File: config.mk
export PLATFORM = sky130hd
export DESIGN_NAME = lpr_seq
export DESIGN_NICKNAME = d
export VERILOG_FILES = /design/src/rtl/lpr_pkg.sv /design/src/rtl/lpr_sync.sv /design/src/rtl/lpr_precheck.sv /design/src/rtl/lpr_gate.sv /design/src/rtl/lpr_fsm.sv /design/src/rtl/lpr_seq.sv
export SDC_FILE = /design/constraint.sdc
export NUM_CORES = 1
export LEC_CHECK = 0
export ABC_AREA = 1
export BUFFER_PORTS_ARGS = -buffer_cell sky130_fd_sc_hd__buf_2
export CORE_AREA = 2 2 53 55
export DETAILED_ROUTE_END_ITERATION = 12
export DIE_AREA = 0 0 55 57
export PLACE_DENSITY = 0.72
export SLEW_MARGIN = 20
export SYNTH_ARGS = -nofsm -noshare
export SYNTH_HDL_FRONTEND = slang
export SYNTH_SLANG_ARGS = --single-unit
File: constraint.sdc
create_clock -name clk -period 1.32 [get_ports clk]
set_input_delay 0.132 -clock clk [delete_from_list [all_inputs] [get_ports clk]]
set_output_delay 0.132 -clock clk [all_outputs]
set_load 0.02 [all_outputs]
File: src/rtl/lpr_pkg.sv
package lpr_pkg;
  typedef enum logic [2:0] {
    ST_RUN       = 3'd0,
    ST_CHECK     = 3'd1,
    ST_WAIT_REG  = 3'd2,
    ST_LPRUN     = 3'd3,
    ST_EXIT_WAIT = 3'd4
  } lpr_state_t;
endpackage

File: src/rtl/lpr_sync.sv
module lpr_sync #(
  parameter int W      = 2,
  parameter int STAGES = 2
) (
  input  logic         clk,
  input  logic         rst_n,
  input  logic [W-1:0] d_i,
  output logic [W-1:0] q_o
);
  logic [W-1:0] stg [STAGES];

  for (genvar s = 0; s < STAGES; s++) begin : g_stage
    if (s == 0) begin : g_first
      always_ff @(posedge clk or negedge rst_n)
        if (!rst_n) stg[s] <= '0;
        else        stg[s] <= d_i;
    end else begin : g_next
      always_ff @(posedge clk or negedge rst_n)
        if (!rst_n) stg[s] <= '0;
        else        stg[s] <= stg[s-1];
    end
  end

  assign q_o = stg[STAGES-1];
endmodule

File: src/rtl/lpr_precheck.sv
module lpr_precheck #(
  parameter int CLK_W     = 16,
  parameter int SHIFT_W   = 4,
  parameter int LIMIT_KHZ = 2000
) (
  input  logic [CLK_W-1:0]   sysclk_khz_i,
  input  logic [SHIFT_W-1:0] shift_i,
  input  logic               hse_on_i,
  input  logic               pll_on_i,
  output logic               ok_o
);
  localparam logic [CLK_W-1:0] LIMIT_V = CLK_W'(LIMIT_KHZ);

  logic [CLK_W-1:0] bus_khz;
  logic             clk_ok;
  logic             osc_ok;

  assign bus_khz = sysclk_khz_i >> shift_i;
  assign clk_ok  = (bus_khz <= LIMIT_V);
  assign osc_ok  = !hse_on_i && !pll_on_i;
  assign ok_o    = clk_ok && osc_ok;
endmodule

File: src/rtl/lpr_gate.sv
module lpr_gate #(
  parameter int N = 2
) (
  input  logic         block_i,
  input  logic [N-1:0] req_i,
  output logic [N-1:0] en_o
);
  for (genvar i = 0; i < N; i++) begin : g_gate
    assign en_o[i] = req_i[i] && !block_i;
  end
endmodule

File: src/rtl/lpr_fsm.sv
module lpr_fsm
  import lpr_pkg::*;
(
  input  logic clk,
  input  logic rst_n,
  input  logic req_i,
  input  logic prec_ok_i,
  input  logic lp_rdy_s_i,
  input  logic main_rdy_s_i,
  output logic lpreg_en_o,
  output logic mainreg_en_o,
  output logic lprun_o,
  output logic block_o,
  output logic err_o
);
  lpr_state_t state_q, state_d;
  logic       err_q;

  always_comb begin
    state_d = state_q;
    unique case (state_q)
      ST_RUN:       if (req_i) state_d = ST_CHECK;
      ST_CHECK: begin
        if (!req_i)                        state_d = ST_RUN;
        else if (prec_ok_i && !lp_rdy_s_i) state_d = ST_WAIT_REG;
      end
      ST_WAIT_REG: begin
        if (!req_i)          state_d = ST_RUN;
        else if (!prec_ok_i) state_d = ST_CHECK;
        else if (lp_rdy_s_i) state_d = ST_LPRUN;
      end
      ST_LPRUN:     if (!req_i && !main_rdy_s_i) state_d = ST_EXIT_WAIT;
      ST_EXIT_WAIT: if (main_rdy_s_i) state_d = ST_RUN;
      default:      state_d = ST_RUN;
    endcase
  end

  always_ff @(posedge clk or negedge rst_n)
    if (!rst_n) state_q <= ST_RUN;
    else        state_q <= state_d;

  always_ff @(posedge clk or negedge rst_n)
    if (!rst_n)                                  err_q <= 1'b0;
    else if (!req_i)                             err_q <= 1'b0;
    else if (state_q == ST_CHECK && !prec_ok_i)  err_q <= 1'b1;

  assign lpreg_en_o   = (state_q == ST_WAIT_REG) || (state_q == ST_LPRUN) ||
                        (state_q == ST_EXIT_WAIT);
  assign mainreg_en_o = (state_q != ST_LPRUN);
  assign lprun_o      = (state_q == ST_LPRUN) || (state_q == ST_EXIT_WAIT);
  assign block_o      = lprun_o;
  assign err_o        = err_q;

  // low-power run is reported only once the synchronised LP ready is seen
  a_r5_lprun_after_lp_ready: assert property (@(posedge clk) disable iff (!rst_n)
    $rose(lprun_o) |-> $past(lp_rdy_s_i));
  // the LP regulator is started only from a passing precondition check
  a_r2_start_needs_prec: assert property (@(posedge clk) disable iff (!rst_n)
    $rose(lpreg_en_o) |-> $past(prec_ok_i));
  // error rises only when preconditions were violated
  a_r4_err_on_violation: assert property (@(posedge clk) disable iff (!rst_n)
    $rose(err_o) |-> ($past(!prec_ok_i) && $past(req_i)));
  // leaving low-power run waits for the synchronised main ready
  a_r8_exit_on_main_ready: assert property (@(posedge clk) disable iff (!rst_n)
    $fell(lprun_o) |-> $past(main_rdy_s_i));
  // main regulator is off only while low-power run is reported
  a_r7_main_off_in_lprun: assert property (@(posedge clk) disable iff (!rst_n)
    !mainreg_en_o |-> lprun_o);
  // LP regulator never switches off before the main one is back
  a_r8_lp_off_main_on: assert property (@(posedge clk) disable iff (!rst_n)
    $fell(lpreg_en_o) |-> mainreg_en_o);
endmodule

File: src/rtl/lpr_seq.sv
module lpr_seq #(
  parameter int CLK_W     = 16,
  parameter int SHIFT_W   = 4,
  parameter int LIMIT_KHZ = 2000,
  parameter int SYNC_STG  = 2
) (
  input  logic               clk,
  input  logic               rst_n,
  input  logic               lpr_req_i,
  input  logic [CLK_W-1:0]   sysclk_khz_i,
  input  logic [SHIFT_W-1:0] hclk_shift_i,
  input  logic               hse_on_i,
  input  logic               pll_on_i,
  input  logic               hse_en_req_i,
  input  logic               pll_en_req_i,
  output logic               hse_en_o,
  output logic               pll_en_o,
  output logic               lpreg_en_o,
  input  logic               lpreg_rdy_i,
  output logic               mainreg_en_o,
  input  logic               mainreg_rdy_i,
  output logic               lpreg_rdy_flag_o,
  output logic               lprun_flag_o,
  output logic               err_flag_o
);
  localparam int NRDY  = 2;
  localparam int NGATE = 2;

  logic [NRDY-1:0]  rdy_s;
  logic             prec_ok;
  logic             block;
  logic [NGATE-1:0] gated;

  lpr_sync #(.W(NRDY), .STAGES(SYNC_STG)) u_sync (
    .clk   (clk),
    .rst_n (rst_n),
    .d_i   ({mainreg_rdy_i, lpreg_rdy_i}),
    .q_o   (rdy_s)
  );

  lpr_precheck #(.CLK_W(CLK_W), .SHIFT_W(SHIFT_W), .LIMIT_KHZ(LIMIT_KHZ)) u_pre (
    .sysclk_khz_i (sysclk_khz_i),
    .shift_i      (hclk_shift_i),
    .hse_on_i     (hse_on_i),
    .pll_on_i     (pll_on_i),
    .ok_o         (prec_ok)
  );

  lpr_fsm u_fsm (
    .clk          (clk),
    .rst_n        (rst_n),
    .req_i        (lpr_req_i),
    .prec_ok_i    (prec_ok),
    .lp_rdy_s_i   (rdy_s[0]),
    .main_rdy_s_i (rdy_s[1]),
    .lpreg_en_o   (lpreg_en_o),
    .mainreg_en_o (mainreg_en_o),
    .lprun_o      (lprun_flag_o),
    .block_o      (block),
    .err_o        (err_flag_o)
  );

  lpr_gate #(.N(NGATE)) u_gate (
    .block_i (block),
    .req_i   ({pll_en_req_i, hse_en_req_i}),
    .en_o    (gated)
  );

  assign hse_en_o         = gated[0];
  assign pll_en_o         = gated[1];
  assign lpreg_rdy_flag_o = rdy_s[0];

  // no clock source can be switched on during low-power run
  a_r9_no_enable_in_lprun: assert property (@(posedge clk) disable iff (!rst_n)
    lprun_flag_o |-> (!hse_en_o && !pll_en_o));
  // low-power run never begins with a fast source running
  a_r3_osc_off_at_entry: assert property (@(posedge clk) disable iff (!rst_n)
    $rose(lprun_flag_o) |-> $past(!hse_on_i && !pll_on_i));
endmodule

-- Yosys cells after proc, flatten, opt, wreduce, memory -nomap -nowiden
Cells that the tools add are included.
- register bits: 8
- input port bits: 29
- output and inout port bits: 7
- word-level logic and storage cells: 47
- order comparisons: 1
- equality and inequality tests: 11
- shifts and indexed selects: 1
- muxes and demuxes: 11
- reduce and logical (&&, ||, !) cells: 19
- operators by type and width (operator ; count):
    $mux 3 ; 8
    $le 16x11->1 const B ; 1
    $shr 16x4->16 ; 1
    $pmux 3 s5 ; 1
    $logic_and 1x1->1 ; 7
    $logic_not 1->1 ; 7
    $eq 3x2->1 const B ; 2
    $ne 3x2->1 const B ; 2
    $reduce_and 5->1 ; 1
    $ne 2x1->1 const B ; 2
    $ne 2x2->1 const B ; 2
    $ne 4x4->1 const B ; 1
    $eq 3x1->1 const B ; 1
    $eq 3x3->1 const B ; 1
    $logic_not 3->1 ; 1
    $logic_or 1x1->1 ; 3
    $mux 1 ; 2

-- Depth between registers and ports, before layout
- depth in word-level cells: 7
- depth in mapped cells: 18
- depth with buffers taken out: 17

-- Modules after synthesis
From an unflattened synthesis, not the netlist that was laid out.
- cell total of the unflattened synthesis: 236
- area total of the unflattened synthesis: 1377.6 um^2
- by module, submodules not included (module ; times used ; cells an instance ; area each (um^2)):
    lpr_precheck ; 1 ; 177 ; 913.4
    lpr_fsm ; 1 ; 49 ; 334.1
    lpr_sync ; 1 ; 6 ; 115.1
    lpr_gate ; 1 ; 4 ; 15.0

-- Least setup slack after synthesis
OpenSTA, ideal clock, no wires.
- path type: in2reg
- from: input hclk_shift_i[1]
- to: register u_fsm.state_q[0]
- setup time: 117 ps
- data arrival time: 1400 ps
- setup slack: -197 ps
- stages on the path: 14
- cells stage by stage: inv_1 > buf_2 > nand3_1 > nand3_1 > nand2_1 > a21oi_1 > and2b_1 > nand3_1 > nand2_1 > nand2_1 > nand2_1 > nand3_1 > nand2_1 > nand2_1
- word-level cells in the longest chain between the ends: 6
- elaborated cells between the ends (all ways): 10
- those cells by class: order compare (1); eq/ne (2); shift (1); mux (3); reduce/logical (3)
- ends and longest elaborated chain (element ; RTL line ; source):
    start, declared ; lpr_seq.sv:11 ; input logic [SHIFT_W-1:0] hclk_shift_i,
    $shr 16x4->16 * ; lpr_precheck.sv:18 ; assign bus_khz = sysclk_khz_i >> shift_i;
    $le 16x11->1 * ; lpr_precheck.sv:19 ; assign clk_ok = (bus_khz <= LIMIT_V);
    $logic_and 1x1->1 * ; lpr_precheck.sv:21 ; assign ok_o = clk_ok && osc_ok;
    $mux 3 / $logic_and 1x1->1 (equally long branches) ; lpr_fsm.sv:29, lpr_fsm.sv:25 ;
    $mux 3 / $ne 3x2->1 (equally long branches) ; - ;
    $pmux 3 s5 / $reduce_and 5->1 (equally long branches) ; - ;
    end signal, assigned ; lpr_fsm.sv:40 ; else state_q <= state_d;
    end, declared ; lpr_fsm.sv:16 ; lpr_state_t state_q, state_d;
Mark *: on every way between the ends. The rest lies on a longest branch, timed or not.
A chain may end at the register's enable or synchronous reset.

-- Final worst setup path
Same ends and word-level chain as after synthesis.

==> run_results.csv <==
group,metric,value,unit
worst_setup_path,crit_arrival,1.84,ns
logic_synthesis,synth_top_cells_by_count,"83 x nand2_1, 45 x nand3_1, 19 x inv_1, 14 x nor2_1, 8 x dfrtp_1",
worst_setup_path,path_cells,"buf_8 -> buf_4 -> clkinvlp_4 -> nand3_2 -> and2_4 -> nor2_1 -> nor2_1 -> nand3_1 -> nor2_2 -> nand3_2 -> nand2_2 -> nand4_1 -> nand3_2 -> nand2_1 -> nand2_1",
min_path,timing.hold.worst.class,"in -> async",
routing,avgRoutedWirePerCell,13.3,um
global_route,largest_net_degree_at_the_start_of_global_routing,18,
floorplan,fp.dieW,55,um
logic_synthesis,synth_fp_nets,237,
sta,setup_viol,9,
worst_setup_path,reg2reg_to,"u_fsm.state_q[0]",
worst_setup_path,crit_path_max_incr_delay,0.20,ns
global_route,grt_antenna_before_repair,0,
power_and_ir_drop,power.static_leakage,1.00,nW
global_route,global_route_total_usage_across_every_layer,25.3,%
clock_network,cts_sinks,8,
sta,min_period_over_period,124,%
layout,stdcell_count,303,
worst_setup_path,timing.setup.critical_path_class,"in -> reg",
clock_network,htree_num_levels,1,
clock_network,clock_tree_from_tritoncts,"built",
worst_setup_path,rr_worst_depth,9,
worst_setup_path,cp-startpoint,"hclk_shift_i[1]",
logic_synthesis,post_synth_main_area_contributors,"nand2_1 29%, nand3_1 21%, dfrtp_1 18%, inv_1 6.5%, nor2_1 4.8%",
global_route,grt_pass1_vias,1444,
layout,nets,303,
sta,rsz0062_at_grt,"yes",
routing,detailedRoute.firstPassIterationCount,4,
logic_synthesis,cell_count_after_synthesis,208,
sta,hold_viol,0,
clock_network,cts-root-buf,"clkbuf_4",
logic_synthesis,synth_sequential_area_ratio,18.3,%
logic_synthesis,ys_ff_latch,8,
worst_setup_path,timing.critical_path.required,1.52,ns
clock_network,cts_buffers,3,
logic_synthesis,asyncSetResetFlopFracSynth,100,%
logic_synthesis,netlist.top_cell.by_area,"nand2_1",
worst_setup_path,endpoint_kind,"flip-flop",
layout,num_antenna_cells,0,
logic_synthesis,yosys.area.top_type_share,28.5,%
routing,viasPerCell,5.44,
routing,post-route-drc-count,0,
placed_design,finalWeightedCongestion,0.890,
logic_synthesis,yosysWarningCount,0,
sta,timing.fmax,0.609,GHz
routing,vias,1648,
worst_setup_path,timing.critical_path.buf_inv,3,
logic_synthesis,synth-edff-count,0,
sta,skew,0.00786,ns
flow_run,max_cap_viols,0,
routing,detailedRoute.firstIterationViolations,66,
floorplan,placementRows,19,
worst_setup_path,critical_path.slowest_cell,"nand4_1",
placed_design,dp_hpwl,2.32,mm
sta,timing_max_transition_violations_final,0,
placed_design,placedInstanceArea,1460,um2
worst_setup_path,setup.reg_to_reg.worst_slack,-0.21,ns
power_and_ir_drop,power_density,1040,nW/um2
layout,finalInstanceArea,1920,um2
clock_network,clk_transition_reported_paths,0.05,ns
status,violations,"setup timing",
sta,timing.setup.tns,-1.71,ns
layout,post_route_cells_drive_above_1_share,48.2,%
logic_synthesis,yosysUniqueCellTypes,24,
sta,timing.final.ws_setup,-0.321,ns
floorplan,core-area,2620,um2
power_and_ir_drop,post-layout-total-power,0.00200,W
sta,period_needed,1.64,ns
worst_setup_path,setup.worst_path.start_class,"primary input",
sta,max_slew_margin,76.6,%
routing,detail_route.wirelength,4.02,mm
worst_setup_path,kind_of_cell_adding_the_most_delay_to_the_critical_path,"simple AND/OR/NAND/NOR gates",
logic_synthesis,synthMostInstantiatedCell,"nand2_1",
routing,number_of_routed_nets_with_antenna_violations,0,
power_and_ir_drop,vdd.ir_drop.worst,1.47,mV
clock_network,cts_buffer_depth,2,
floorplan,die_y,57,um
worst_setup_path,path_max_fanout,6,
floorplan,start_util,41.8,%
worst_setup_path,reg2reg_from,"u_fsm.state_q[2]",
status,run_status,"finished, violations left",
logic_synthesis,syn_avg_cell_area,5.25,um2
clock_network,insertion_delay,0.25,ns
placed_design,placed_cells,285,
worst_setup_path,path_common_cell,"nand3_2",
floorplan,die_area,3140,um2
logic_synthesis,synth_flop_cell,"dfrtp_1",
sta,worst-slew-pin-transition,0.350,ns
placed_design,port-buffer-count,35,
layout,fill_cells,208,
global_route,first_pass_grt_wire_length,6.02,mm
global_route,globalRouteOverflowTotal,0,
layout,area_delta_synth_final,75.7,%
logic_synthesis,syn-cell-area,1090,um2
placed_design,preCtsSetupSlack,-0.539,ns
floorplan,design.portCount,36,
==> sequential cells by signal, summed over array words and instances, names as in the netlist <==
| name | cells |
|---|---|
| u_fsm.state_q | 3 |
| u_sync.q_o | 2 |
| u_sync.stg | 2 |
| u_fsm.err_o | 1 |
==> logic make-up after synthesis <==
family                 share of synthesized area (%)
buffers and inverters                           10.7
flip-flops                                      18.3
AND/OR/NAND/NOR                                 64.5
AO/OA/AOI/OAI                                   6.53
==> power breakdown <==
group          total (W)  internal (W)  switching (W)
logic            0.00143      0.000682       0.000752
registers       0.000382      0.000309      0.0000728
clock network   0.000183      0.000104      0.0000791
==> worst max path at each step <==
| stage | end | slack [ns] | cells after the start |
|---|---|---|---|
| 5_1_grt | u_fsm.state_q[0] | -0.40 | 15 |
| 3_3_place_gp | u_fsm.state_q[1] | -0.51 | 14 |
| 3_5_place_dp | u_fsm.state_q[1] | -0.54 | 13 |
| 2_1_floorplan | u_fsm.state_q[1] | -0.12 | 17 |
| 6_report | u_fsm.state_q[0] | -0.32 | 15 |
| 4_1_cts | u_fsm.state_q[0] | -0.15 | 15 |
==> placed cells by master, fill, tap and decap left out, drive strengths merged <==
master       instances
a211oi               1
a21oi                5
and2                 2
and2b                1
buf                 62
clkbuf               4
clkinv               1
clkinvlp             4
dfrtp                8
dlygate4sd3          3
inv                 17
nand2               85
nand3               45
nand3b               2
nand4                4
nor2                14
nor3                 2
nor3b                1
nor4                 3
o21ai                7
or2                  1
==> worst register-to-register path: cells and delay by family, from the launching register on <==
kind	cells	cell delay, ns
simple gates	6	0.68
flops	1	0.45
buf+inv	2	0.19
compound gates	1	0.15
==> area by class of cell <==
class	count	area, um2	area share, %
clock buffers	3	22.5	1.17
inverters	20	97.6	5.08
multi-input cells	173	1010	52.4
flip-flops and latches	8	201	10.5
well taps	31	38.8	2.02
repair buffers	66	538	28.0
repair inverters	2	15.0	0.782
==> stage by stage <==
step,hold slack (ns),util (%)
2_1_floorplan,-0.164,-
3_3_place_gp,-0.0227,55.9
3_5_place_dp,-0.0231,55.9
4_1_cts,0.229,68.2
5_1_grt,0.260,73.4
6_report,0.253,73.4
==> routing by layer <==
layer	share of wire [%]	up-vias	track usage (%)	routed length, um
li1	-	818	-	-
met1	41	754	35.5	1640
met2	53	70	40.5	2110
met3	6.3	6	4.97	252
met4	0.35	0	4.53	14
met5	0	-	0	0
==> timing repair <==
action / 4_1_cts / 5_1_grt
hold endpoints to repair: 10 / 0
hold buffers: 3 / 0
pin swaps: 22 / 21
gates resized for setup: 54 / 37
cloned: 3 / 0
setup buffers: 7 / 3
setup endpoints to repair: 9 / 9
Note: power is estimated with default switching activity, not from simulation.
